<file path="src/rtl/i2c_cfg_pkg.sv">
package i2c_cfg_pkg;
  localparam int          ALIGN_W     = 6;
  localparam int          NUM_ALIGN   = 12;
  localparam int          NUM_CTL     = 3;
  localparam int          SUB_W       = 4;
  localparam int          BYTE_W      = 8;
  localparam int          BUF_EN_BIT  = 5;
  localparam logic [6:0]  DEV_ADDR    = 7'h44;
  localparam logic [3:0]  SUB_LAST    = 4'hE;
  localparam logic [3:0]  SUB_WRAP    = 4'hF;
  localparam logic [5:0]  ALIGN_RST   = 6'h01;

  typedef enum logic [2:0] {
    ST_IDLE,
    ST_ADDR,
    ST_ACK_ADDR,
    ST_SUB,
    ST_ACK_SUB,
    ST_DATA,
    ST_ACK_DATA,
    ST_WAIT
  } rx_state_t;
endpackage

</file>
<file path="src/rtl/i2c_line_cond.sv">
module i2c_line_cond #(
  parameter int STAGES = 2
) (
  input  logic clk,
  input  logic rst,
  input  logic scl_i,
  input  logic sda_i,
  output logic scl_lvl_o,
  output logic sda_lvl_o,
  output logic scl_rise_o,
  output logic scl_fall_o,
  output logic start_o,
  output logic stop_o
);
  logic [STAGES-1:0] scl_q, sda_q;
  logic scl_d, sda_d;

  always_ff @(posedge clk) begin
    if (rst) begin
      scl_q <= '1;
      sda_q <= '1;
      scl_d <= 1'b1;
      sda_d <= 1'b1;
    end else begin
      scl_q <= {scl_q[STAGES-2:0], scl_i};
      sda_q <= {sda_q[STAGES-2:0], sda_i};
      scl_d <= scl_q[STAGES-1];
      sda_d <= sda_q[STAGES-1];
    end
  end

  assign scl_lvl_o  = scl_q[STAGES-1];
  assign sda_lvl_o  = sda_q[STAGES-1];
  assign scl_rise_o = scl_lvl_o & ~scl_d;
  assign scl_fall_o = ~scl_lvl_o & scl_d;
  assign start_o    = scl_lvl_o & scl_d & sda_d & ~sda_lvl_o;
  assign stop_o     = scl_lvl_o & scl_d & ~sda_d & sda_lvl_o;
endmodule

</file>
<file path="src/rtl/i2c_wr_fsm.sv">
module i2c_wr_fsm
  import i2c_cfg_pkg::*;
(
  input  logic              clk,
  input  logic              rst,
  input  logic              sda_lvl_i,
  input  logic              scl_rise_i,
  input  logic              scl_fall_i,
  input  logic              start_i,
  input  logic              stop_i,
  input  logic              pending_i,
  input  logic              bufmode_i,
  output logic              ack_o,
  output logic              req_o,
  output logic              req_buf_o,
  output logic [SUB_W-1:0]  req_sub_o,
  output logic [BYTE_W-1:0] req_data_o
);
  localparam int CNT_W = $clog2(BYTE_W + 1);
  localparam logic [CNT_W-1:0] FULL = CNT_W'(BYTE_W);

  rx_state_t          st;
  logic [BYTE_W-1:0]  sh;
  logic [CNT_W-1:0]   cnt;
  logic [SUB_W-1:0]   ptr;

  always_ff @(posedge clk) begin
    if (rst) begin
      st         <= ST_IDLE;
      sh         <= '0;
      cnt        <= '0;
      ptr        <= '0;
      ack_o      <= 1'b0;
      req_o      <= 1'b0;
      req_buf_o  <= 1'b0;
      req_sub_o  <= '0;
      req_data_o <= '0;
    end else begin
      req_o <= 1'b0;
      if (start_i) begin
        st    <= ST_ADDR;
        cnt   <= '0;
        ack_o <= 1'b0;
      end else if (stop_i) begin
        st    <= ST_IDLE;
        cnt   <= '0;
        ack_o <= 1'b0;
      end else begin
        case (st)
          ST_ADDR, ST_SUB, ST_DATA: begin
            if (scl_rise_i && cnt != FULL) begin
              sh  <= {sh[BYTE_W-2:0], sda_lvl_i};
              cnt <= cnt + 1'b1;
            end else if (scl_fall_i && cnt == FULL) begin
              cnt <= '0;
              st  <= ST_WAIT;
              if (st == ST_ADDR) begin
                if (sh == {DEV_ADDR, 1'b0} && !pending_i) begin
                  ack_o <= 1'b1;
                  st    <= ST_ACK_ADDR;
                end
              end else if (st == ST_SUB) begin
                if (sh <= {{(BYTE_W-SUB_W){1'b0}}, SUB_LAST}) begin
                  ptr   <= sh[SUB_W-1:0];
                  ack_o <= 1'b1;
                  st    <= ST_ACK_SUB;
                end
              end else if (bufmode_i) begin
                if (!pending_i) begin
                  req_o      <= 1'b1;
                  req_buf_o  <= 1'b1;
                  req_sub_o  <= ptr;
                  req_data_o <= sh;
                  ack_o      <= 1'b1;
                  st         <= ST_ACK_DATA;
                end
              end else begin
                req_o      <= (ptr != SUB_WRAP);
                req_buf_o  <= 1'b0;
                req_sub_o  <= ptr;
                req_data_o <= sh;
                ptr        <= ptr + 1'b1;
                ack_o      <= 1'b1;
                st         <= ST_ACK_DATA;
              end
            end
          end
          ST_ACK_ADDR: if (scl_fall_i) begin ack_o <= 1'b0; st <= ST_SUB;  end
          ST_ACK_SUB:  if (scl_fall_i) begin ack_o <= 1'b0; st <= ST_DATA; end
          ST_ACK_DATA: if (scl_fall_i) begin ack_o <= 1'b0; st <= ST_DATA; end
          default: ;
        endcase
      end
    end
  end
endmodule

</file>
<file path="src/rtl/i2c_wr_stage.sv">
module i2c_wr_stage
  import i2c_cfg_pkg::*;
(
  input  logic              clk,
  input  logic              rst,
  input  logic              req_i,
  input  logic              req_buf_i,
  input  logic [SUB_W-1:0]  req_sub_i,
  input  logic [BYTE_W-1:0] req_data_i,
  input  logic              vblank_i,
  output logic              pending_o,
  output logic              wr_en_o,
  output logic [SUB_W-1:0]  wr_sub_o,
  output logic [BYTE_W-1:0] wr_data_o
);
  logic [SUB_W-1:0]  hold_sub;
  logic [BYTE_W-1:0] hold_data;

  always_ff @(posedge clk) begin
    if (rst) begin
      pending_o <= 1'b0;
      wr_en_o   <= 1'b0;
      wr_sub_o  <= '0;
      wr_data_o <= '0;
      hold_sub  <= '0;
      hold_data <= '0;
    end else begin
      wr_en_o <= 1'b0;
      if (req_i && !req_buf_i) begin
        wr_en_o   <= 1'b1;
        wr_sub_o  <= req_sub_i;
        wr_data_o <= req_data_i;
      end else if (req_i) begin
        hold_sub  <= req_sub_i;
        hold_data <= req_data_i;
        pending_o <= 1'b1;
      end else if (pending_o && vblank_i) begin
        wr_en_o   <= 1'b1;
        wr_sub_o  <= hold_sub;
        wr_data_o <= hold_data;
        pending_o <= 1'b0;
      end
    end
  end
endmodule

</file>
<file path="src/rtl/cfg_reg_bank.sv">
module cfg_reg_bank
  import i2c_cfg_pkg::*;
#(
  parameter int N_ALIGN = NUM_ALIGN,
  parameter int A_W     = ALIGN_W,
  parameter int N_CTL   = NUM_CTL
) (
  input  logic                   clk,
  input  logic                   rst,
  input  logic                   wr_en_i,
  input  logic [SUB_W-1:0]       wr_sub_i,
  input  logic [BYTE_W-1:0]      wr_data_i,
  output logic [N_ALIGN*A_W-1:0] align_o,
  output logic [N_CTL*BYTE_W-1:0] ctl_o
);
  for (genvar i = 0; i < N_ALIGN; i++) begin : g_align
    always_ff @(posedge clk) begin
      if (rst)
        align_o[i*A_W +: A_W] <= A_W'(ALIGN_RST);
      else if (wr_en_i && wr_sub_i == SUB_W'(i))
        align_o[i*A_W +: A_W] <= wr_data_i[A_W-1:0];
    end
  end

  for (genvar j = 0; j < N_CTL; j++) begin : g_ctl
    always_ff @(posedge clk) begin
      if (rst)
        ctl_o[j*BYTE_W +: BYTE_W] <= '0;
      else if (wr_en_i && wr_sub_i == SUB_W'(N_ALIGN + j))
        ctl_o[j*BYTE_W +: BYTE_W] <= wr_data_i;
    end
  end
endmodule

</file>
<file path="src/rtl/i2c_cfg_bank.sv">
module i2c_cfg_bank
  import i2c_cfg_pkg::*;
#(
  parameter int SYNC_STAGES = 2,
  parameter int N_ALIGN     = NUM_ALIGN,
  parameter int A_W         = ALIGN_W,
  parameter int N_CTL       = NUM_CTL
) (
  input  logic                    clk,
  input  logic                    rst,
  input  logic                    scl_i,
  input  logic                    sda_i,
  output logic                    sda_low_o,
  input  logic                    vblank_i,
  output logic [N_ALIGN*A_W-1:0]  align_o,
  output logic [N_CTL*BYTE_W-1:0] ctl_o
);
  logic scl_lvl, sda_lvl, scl_rise, scl_fall, start_det, stop_det;
  logic pending, req, req_buf, wr_en;
  logic [SUB_W-1:0]  req_sub, wr_sub;
  logic [BYTE_W-1:0] req_data, wr_data;

  i2c_line_cond #(.STAGES(SYNC_STAGES)) u_cond (
    .clk(clk), .rst(rst), .scl_i(scl_i), .sda_i(sda_i),
    .scl_lvl_o(scl_lvl), .sda_lvl_o(sda_lvl),
    .scl_rise_o(scl_rise), .scl_fall_o(scl_fall),
    .start_o(start_det), .stop_o(stop_det)
  );

  i2c_wr_fsm u_fsm (
    .clk(clk), .rst(rst), .sda_lvl_i(sda_lvl),
    .scl_rise_i(scl_rise), .scl_fall_i(scl_fall),
    .start_i(start_det), .stop_i(stop_det),
    .pending_i(pending), .bufmode_i(ctl_o[BUF_EN_BIT]),
    .ack_o(sda_low_o), .req_o(req), .req_buf_o(req_buf),
    .req_sub_o(req_sub), .req_data_o(req_data)
  );

  i2c_wr_stage u_stage (
    .clk(clk), .rst(rst), .req_i(req), .req_buf_i(req_buf),
    .req_sub_i(req_sub), .req_data_i(req_data), .vblank_i(vblank_i),
    .pending_o(pending), .wr_en_o(wr_en), .wr_sub_o(wr_sub), .wr_data_o(wr_data)
  );

  cfg_reg_bank #(.N_ALIGN(N_ALIGN), .A_W(A_W), .N_CTL(N_CTL)) u_regs (
    .clk(clk), .rst(rst), .wr_en_i(wr_en), .wr_sub_i(wr_sub),
    .wr_data_i(wr_data), .align_o(align_o), .ctl_o(ctl_o)
  );
endmodule

</file>
<file path="config.mk">
export PLATFORM = sky130hd
export DESIGN_NAME = i2c_cfg_bank
export DESIGN_NICKNAME = d
export VERILOG_FILES = /design/src/rtl/i2c_cfg_pkg.sv /design/src/rtl/i2c_line_cond.sv /design/src/rtl/i2c_wr_fsm.sv /design/src/rtl/i2c_wr_stage.sv /design/src/rtl/cfg_reg_bank.sv /design/src/rtl/i2c_cfg_bank.sv
export SDC_FILE = /design/constraint.sdc
export NUM_CORES = 1
export LEC_CHECK = 0
export ABC_AREA = 1
export BUFFER_PORTS_ARGS = -buffer_cell sky130_fd_sc_hd__buf_2
export CORE_MARGIN = 1
export CORE_UTILIZATION = 35
export CTS_CLUSTER_DIAMETER = 150
export DETAILED_ROUTE_END_ITERATION = 6
export HOLD_SLACK_MARGIN = 0.06
export PLACE_DENSITY_LB_ADDON = 0.12
export SLEW_MARGIN = 30
export SYNTH_ARGS = -nofsm -noshare
export SYNTH_HDL_FRONTEND = slang
export SYNTH_SLANG_ARGS = --single-unit
export TNS_END_PERCENT = 50
</file>
<file path="constraint.sdc">
create_clock -name clk -period 4.2 [get_ports clk]
set_input_delay 0.42 -clock clk [delete_from_list [all_inputs] [get_ports clk]]
set_output_delay 0.42 -clock clk [all_outputs]
set_load 0.01 [all_outputs]
</file>
==> metrics.yaml, run 1 <==
power:
  switching_share: 0.230
  p_sw_uw: 778
  seq_power_share: 0.467
  p_leak_uw: 0.00356
  pwr-share-comb: 0.055
  power-per-cell-area_nw_per_um2: 454
  p_clk_frac: 0.478
  ir_worst_vdd_mv: 0.283
  p_int_uw: 2610
placement:
  post-dp-hpwl_mm: 10.6
  placed_area_um2: 6830
  portBuffers: 101
  gp_congestion: 0.762
timing:
  drv_slew: 0
  rsz0062_at_grt: "no"
  fin_crit_sh: 0.508
  setup_viol: 0
  max_freq_mhz: 469
  hold_viol: 0
  min_period_ps: 2130
  slew_headroom: 0.399
  finClkSkew_ps: 6.66
  finalSetupTns_ps: 0
  worst_slew_pin_slew_ps: 902
critical_path:
  crit_family: "simple AND/OR/NAND/NOR gates"
  crit_arrival_ps: 2480
  crit_path_frequent_cell: "inv_1"
  path_cells: "inv_1, nor2_2, inv_1, nand2_1, o21ai_0, a31oi_1"
  r2r_end: "u_stage.wr_data_o[0]"
  path_max_fanout: 24
  critical-path-max-stage-delay_ps: 590
  end_kind: "register"
  rr_worst_depth: 6
  r2r_slack_ps: 2070
  start_kind: "register"
  path_depth: 6
  crit_type: "reg -> reg"
  cp_slowest_cell: "nand2_1"
  timing.critical_path.buf_inv: 2
  setup.worst_path.start: "u_fsm.req_o"
  required_ps: 4540
  reg2reg_from: "u_fsm.req_o"
  cp-endpoint: "u_stage.wr_data_o[0]"
yosys:
  yosys-top-cells-count: "224 x nor2_1, 162 x dfxtp_1, 128 x o21ai_0"
  yosysWarnings: 0
  syn_avg_cell_area_um2: 7.54
  synth_seq_cells: 162
  syn-num-nets: 831
  synthArstFlopShare: 0
  yosysMostFrequentCell: "nor2_1"
  syn_area_um2: 6200
  ys_seq_area_frac: 0.523
  synthDistinctLibCells: 31
  yosys-top-cells-area: "dfxtp_1 52%, nor2_1 14%, o21ai_0 10%"
  yosysTopAreaCell: "dfxtp_1"
  synth.top_cell.area_share: 0.523
  synth-edff-count: 0
  synthFlopType: "dfxtp_1"
  synth_cells: 823
clocking:
  clk_latency_ps: 420
  cts_resized: 0
  cts_tree: "yes"
  clock_path_buffers: 2
  cts_sinks: 162
  htreeDepth: 4
  clkTransAtPathRegs_ps: 60
  cts_setup_buffers: 0
  numCtsBuffers: 17
  cts_root_buf: "clkbuf_16"
  cts_hold_buffers: 0
route:
  drt_iter0_markers: 296
  drtAntennaViolNets: 0
  avgViaCountPerCell: 4.75
  num_vias: 5463
  wl_mm: 16.1
  drc_errors: 0
  wl_per_cell_um: 14.0
  firstDrtPassIters: 4
finish:
  final_area_um2: 7450
  multi_input_area_um2: 2560
  seq_area_um2: 3240
  n_fill_cell: 1794
  drive_gt1_frac: 0.177
  syn_to_final_growth_pct: 20.1
  num_antenna_cells: 0
  nNetsFinal: 919
global_route:
  grt_first_pass_wirelength_mm: 26.0
  grt_max_degree: 101
  grt.total_usage: 0.183
  grt_overflow: 0
  grt_pass1_vias: 4932
  antenna_found_initial: 0
floorplanning:
  die-area_um2: 18300
  initial_core_util: 0.359
  core-area_um2: 17300
  die_width_um: 135
  die_h_um: 135
  pin_count: 102
  placementRows: 48
status:
  outcome: "finished clean"
flow_run:
  max_cap_viol_count: 0
min_path:
  hold_path.class: "in -> reg"
worst min path at each step:
stage / end / slack (ps) / cells past startpoint / startpoint
2_1_floorplan: u_cond.scl_q[1] / 390 / 1 / u_cond.scl_q[0]
3_3_place_gp: u_cond.sda_q[1] / 400 / 1 / u_cond.sda_q[0]
3_5_place_dp: u_cond.sda_q[1] / 400 / 1 / u_cond.sda_q[0]
4_1_cts: u_cond.scl_q[0] / 170 / 2 / scl_i
5_1_grt: u_cond.scl_q[0] / 190 / 2 / scl_i
6_report: u_cond.scl_q[0] / 180 / 2 / scl_i
metal layers:
layer	GRT usage	routed length [um]
met1	0.250	7830
met3	0.0323	666
met2	0.283	7380
met5	0	0
met4	0.0724	248
sequential cells by signal, indices dropped and copies added, names as in the netlist, 2 cells and up:
name	count
u_cond.scl_q	2
u_cond.sda_q	2
u_fsm.cnt	4
u_fsm.ptr	4
u_fsm.req_data_o	8
u_fsm.req_sub_o	4
u_fsm.sh	8
u_fsm.st	3
u_regs.align_o	72
u_regs.ctl_o	24
u_stage.hold_data	8
u_stage.hold_sub	4
u_stage.wr_data_o	8
u_stage.wr_sub_o	4
through the flow:
stage	hold slack [ps]	worst slack [ps]	total power, uW	std cells	utilization
finish	185	2070	3380	1149	0.431
CTS	174	2020	3410	1149	0.431
global route	185	1790	3520	1149	0.431
global placement	404	1910	1800	1117	0.395
detailed placement	402	1890	1800	1117	0.395
floorplan	389	2800	1770	823	-
cell families (layout without fill, tap and decap cells):
kind of cell	count (synthesis)	count (layout)	share of synthesized area
adders and majority gates	3	3	0.00605
buffers and inverters	94	195	0.0648
DFF	162	162	0.523
AOI/OAI and AO/OA	194	194	0.164
xor gates and xnor gates	2	2	0.00282
and+or+nand+nor	368	368	0.240
cell type report:
| type | count | area share |
|---|---|---|
| Inverter | 60 | 0.0304 |
| Tap cell | 225 | 0.0378 |
| Clock inverter | 11 | 0.0203 |
| Multi-Input combinational cell | 567 | 0.343 |
| Clock buffer | 21 | 0.0631 |
| Timing Repair Buffer | 103 | 0.0699 |
| Sequential cell | 162 | 0.435 |
power groups by stage:
stage / Clock (uW) / Combinational, uW / Sequential, uW
after floorplan: 0 / 164 / 1610
after global placement: 0 / 187 / 1610
after detailed placement: 0 / 185 / 1610
after CTS: 1650 / 187 / 1580
after global routing: 1720 / 216 / 1580
final: 1620 / 185 / 1580
worst reg2reg max path, stage by stage (launching register included):
cell and delay, ps:
dfxtp_1 330, inv_1 60, nor2_2 380, inv_1 350
nand2_1 590, o21ai_0 160, a31oi_1 180
layout by cell type, fill, tap and decap left out, types with 2 or more instances in the layout:
| cell type | count |
|---|---|
| a21oi_1 | 38 |
| a21oi_2 | 2 |
| a31oi_1 | 12 |
| buf_2 | 101 |
| buf_4 | 2 |
| bufinv_16 | 3 |
| clkbuf_16 | 17 |
| clkbuf_8 | 3 |
| clkinv_2 | 3 |
| clkinv_4 | 3 |
| dfxtp_1 | 162 |
| ha_1 | 3 |
| inv_1 | 54 |
| inv_2 | 5 |
| inv_6 | 2 |
| nand2_1 | 93 |
| nand2_2 | 5 |
| nand3_1 | 28 |
| nand3b_1 | 2 |
| nor2_1 | 224 |
| nor2_2 | 4 |
| nor3_1 | 3 |
| o21ai_0 | 128 |
| o21ai_1 | 7 |
| o21ai_2 | 4 |
| or2_2 | 5 |
| xor2_1 | 2 |
No activity file was read; power rests on OpenSTA's default activity.
==> inputs of run 2 (changes only) <==
clock period = 1.9 ns   (was 4.2 ns; I/O delays follow)
==> run 2 against run 1 <==
- routed wire length increased by 1.7%
- count of clock-buffer cells in the layout decreased by 2
- sequential share of layout area decreased by 1.3 points
- critical endpoint is now u_fsm.req_sub_o[3]
- first-iteration DRC count increased by 10%
- via count increased by 1.3%
- largest cell class unchanged
- highest routed layer unchanged
- critical path depth increased by 3
- setup slack got worse by 1800 ps
- clock skew increased by 4.1 ps
- die area unchanged
- sequential cell count unchanged
- non-clock buffer count increased by 30
==> metrics.yaml, run 2 (same netlist as run 1, synthesis figures left out) <==
status:
  outcome: "finished clean"  # unchanged
global_route:
  grt_max_degree: 39  # was 101
  met2_usage: 0.292  # was 0.283
  grt_busiest_layer: "met2"  # unchanged
  grt_overflow: 0  # unchanged
  use_met1: 0.254  # was 0.250
  grt_pass1_vias: 5056  # was 4932
  antenna_found_initial: 0  # unchanged
  grtUsageMet3: 0.0424  # was 0.0323
  grt_first_pass_wirelength_mm: 26.5  # was 26.0 mm
  grt.total_usage: 0.187  # was 0.183
placement:
  post-dp-hpwl_mm: 11.3  # was 10.6 mm
  placed_area_um2: 7060  # was 6830 um^2
  gp_congestion: 0.799  # was 0.762
  portBuffers: 101  # unchanged
  pre_cts_slack_ps: 263  # was 1890 ps
clocking:
  cts_setup_buffers: 0  # unchanged
  cts_tree: "yes"  # unchanged
  cts_root_buf: "clkbuf_16"  # unchanged
  clk_latency_ps: 420  # about the same
  htreeDepth: 4  # unchanged
  clkTransAtPathRegs_ps: 60  # about the same
  clock_path_buffers: 2  # unchanged
  numCtsBuffers: 17  # unchanged
  cts_sinks: 162  # unchanged
power:
  power.total_uw: 7350  # was 3380 uW
  p_leak_uw: 0.00371  # was 0.00356 uW
  p_sw_uw: 1770  # was 778 uW
  pwr-share-comb: 0.058  # was 0.055
  switching_share: 0.241  # was 0.230
  p_clk_frac: 0.468  # was 0.478
  power-per-cell-area_nw_per_um2: 958  # was 454 nW/um^2
  ir_worst_vdd_mv: 0.705  # was 0.283 mV
  p_int_uw: 5580  # was 2610 uW
  seq_power_share: 0.474  # was 0.467
finish:
  final_area_um2: 7680  # was 7450 um^2
  num_antenna_cells: 0  # unchanged
  largest_reg_flops: 72  # unchanged
  drive_gt1_frac: 0.201  # was 0.177
  layout_commonest_cell: "nor2_1"  # unchanged
  nNetsFinal: 949  # was 919
  syn_to_final_growth_pct: 23.8  # was 20.1%
  largest_registers: "u_regs.align_o x72, u_regs.ctl_o x24"  # unchanged
  layout_common_cells: "224 x nor2_1, 162 x dfxtp_1, 128 x o21ai_0, 101 x buf_2, 93 x nand2_1"  # unchanged
  regMostFlops: "u_regs.align_o"  # unchanged
timing:
  setup_ws_ps: 251  # was 2070 ps
  hold_viol: 0  # unchanged
  drv_slew: 0  # unchanged
  rsz0062_at_grt: "no"  # unchanged
  max_freq_mhz: 606  # was 469 MHz
  finalSetupTns_ps: 0  # unchanged
  finClkSkew_ps: 10.8  # was 6.66 ps
  worst_slew_pin_slew_ps: 628  # was 902 ps
  min_period_ps: 1650  # was 2130 ps
  setup_viol: 0  # unchanged
  slew_headroom: 0.581  # was 0.399
  fin_crit_sh: 0.868  # was 0.508
floorplanning:
  die-area_um2: 18300  # unchanged
  pin_count: 102  # unchanged
  placementRows: 48  # unchanged
  die_width_um: 135  # unchanged
  core-area_um2: 17300  # unchanged
  die_h_um: 135  # unchanged
  initial_core_util: 0.359  # unchanged
min_path:
  min_from: "rst"  # was scl_i
  min_path_cells: 2  # unchanged
  hold_path.class: "in -> reg"  # unchanged
route:
  num_vias: 5533  # was 5463
  drtAntennaViolNets: 0  # unchanged
  wl_mm: 16.4  # was 16.1 mm
  drc_errors: 0  # unchanged
  drt_iter0_markers: 326  # was 296
  avgViaCountPerCell: 4.69  # was 4.75
  firstDrtPassIters: 5  # was 4
  wl_per_cell_um: 13.9  # was 14.0 um
critical_path:
  crit_family: "simple AND/OR/NAND/NOR gates"  # unchanged
  r2r_slack_ps: 250  # was 2070 ps
  rr_worst_depth: 9  # was 6
  path_max_fanout: 25  # was 24
  crit_type: "reg -> reg"  # unchanged
  crit_arrival_ps: 1940  # was 2480 ps
  start_kind: "register"  # unchanged
  path_depth: 9  # was 6
  setup.worst_path.start: "u_fsm.cnt[0]"  # was u_fsm.req_o
  cp_slowest_cell: "dfxtp_1"  # was nand2_1
  end_kind: "register"  # unchanged
  critical-path-max-stage-delay_ps: 340  # was 590 ps
  required_ps: 2190  # was 4540 ps
  path_cells: "inv_1, ha_1, nand3_1, nor2_1, nand2_2, nor2_4, nand2_4, o21ai_0, a21oi_1"  # was inv_1, nor2_2, inv_1, nand2_1, o21ai_0, a31oi_1
  reg2reg_from: "u_fsm.cnt[0]"  # was u_fsm.req_o
  timing.critical_path.buf_inv: 1  # was 2
flow_run:
  max_cap_viol_count: 0  # unchanged
-- run 2: cell count changes in the layout (fill, tap and decap cells not counted), sizes merged --
cell         change
clkbuf           -2
clkinvlp         +3
clkinv           -2
bufinv           -1
buf             +28
dlygate4sd3      +2
inv              +2
-- run 2: layout make-up --
type	instances	area (um^2)
inverter	60	226
clock buffer	19	443
clock inverter	13	151
timing repair buffer	133	776
multi-input combinational	567	2560
tap	225	282
fill	1814	9620
sequential	162	3240
-- run 2: worst paths after layout --
| kind | endpoint |
|---|---|
| worst max register to register | u_fsm.req_sub_o[3] |
| worst min-delay path | u_fsm.st[0] |
| worst max-delay path | u_fsm.req_sub_o[3] |
| worst min register to register | u_cond.scl_q[1] |
-- run 2: routing by layer --
metal  wire length, um  share of wire
met1              8120           0.49
met2              7450           0.45
met3               716          0.044
met4               133         0.0081
met5                 0              0
-- run 2: power groups by stage --
stage	combinational, uW	clock (uW)	sequential, uW
2_1_floorplan	362	0	3550
3_3_place_gp	425	0	3560
3_5_place_dp	428	0	3560
4_1_cts	432	3520	3490
5_1_grt	491	3670	3490
6_report	429	3440	3490
-- run 2: metrics by stage --
| step | hold slack [ps] | util | instances |
|---|---|---|---|
| 6_report | 68.9 | 0.444 | 1179 |
| 2_1_floorplan | 294 | - | 823 |
| 4_1_cts | 60.8 | 0.444 | 1179 |
| 3_5_place_dp | 382 | 0.408 | 1145 |
| 5_1_grt | 86.5 | 0.444 | 1179 |
| 3_3_place_gp | 380 | 0.408 | 1145 |
-- run 2: worst reg2reg max path, stage by stage, from the launching register on --
cell and delay (ps):
dfxtp_1 340, inv_1 60, ha_1 160, nand3_1 100
nor2_1 120, nand2_2 110, nor2_4 130, nand2_4 170
o21ai_0 260, a21oi_1 60
-- run 2: timing repair --
item,CTS,global route
endpoints found under the hold margin,2,0
resized for setup,0,0
hold buffers,2,0
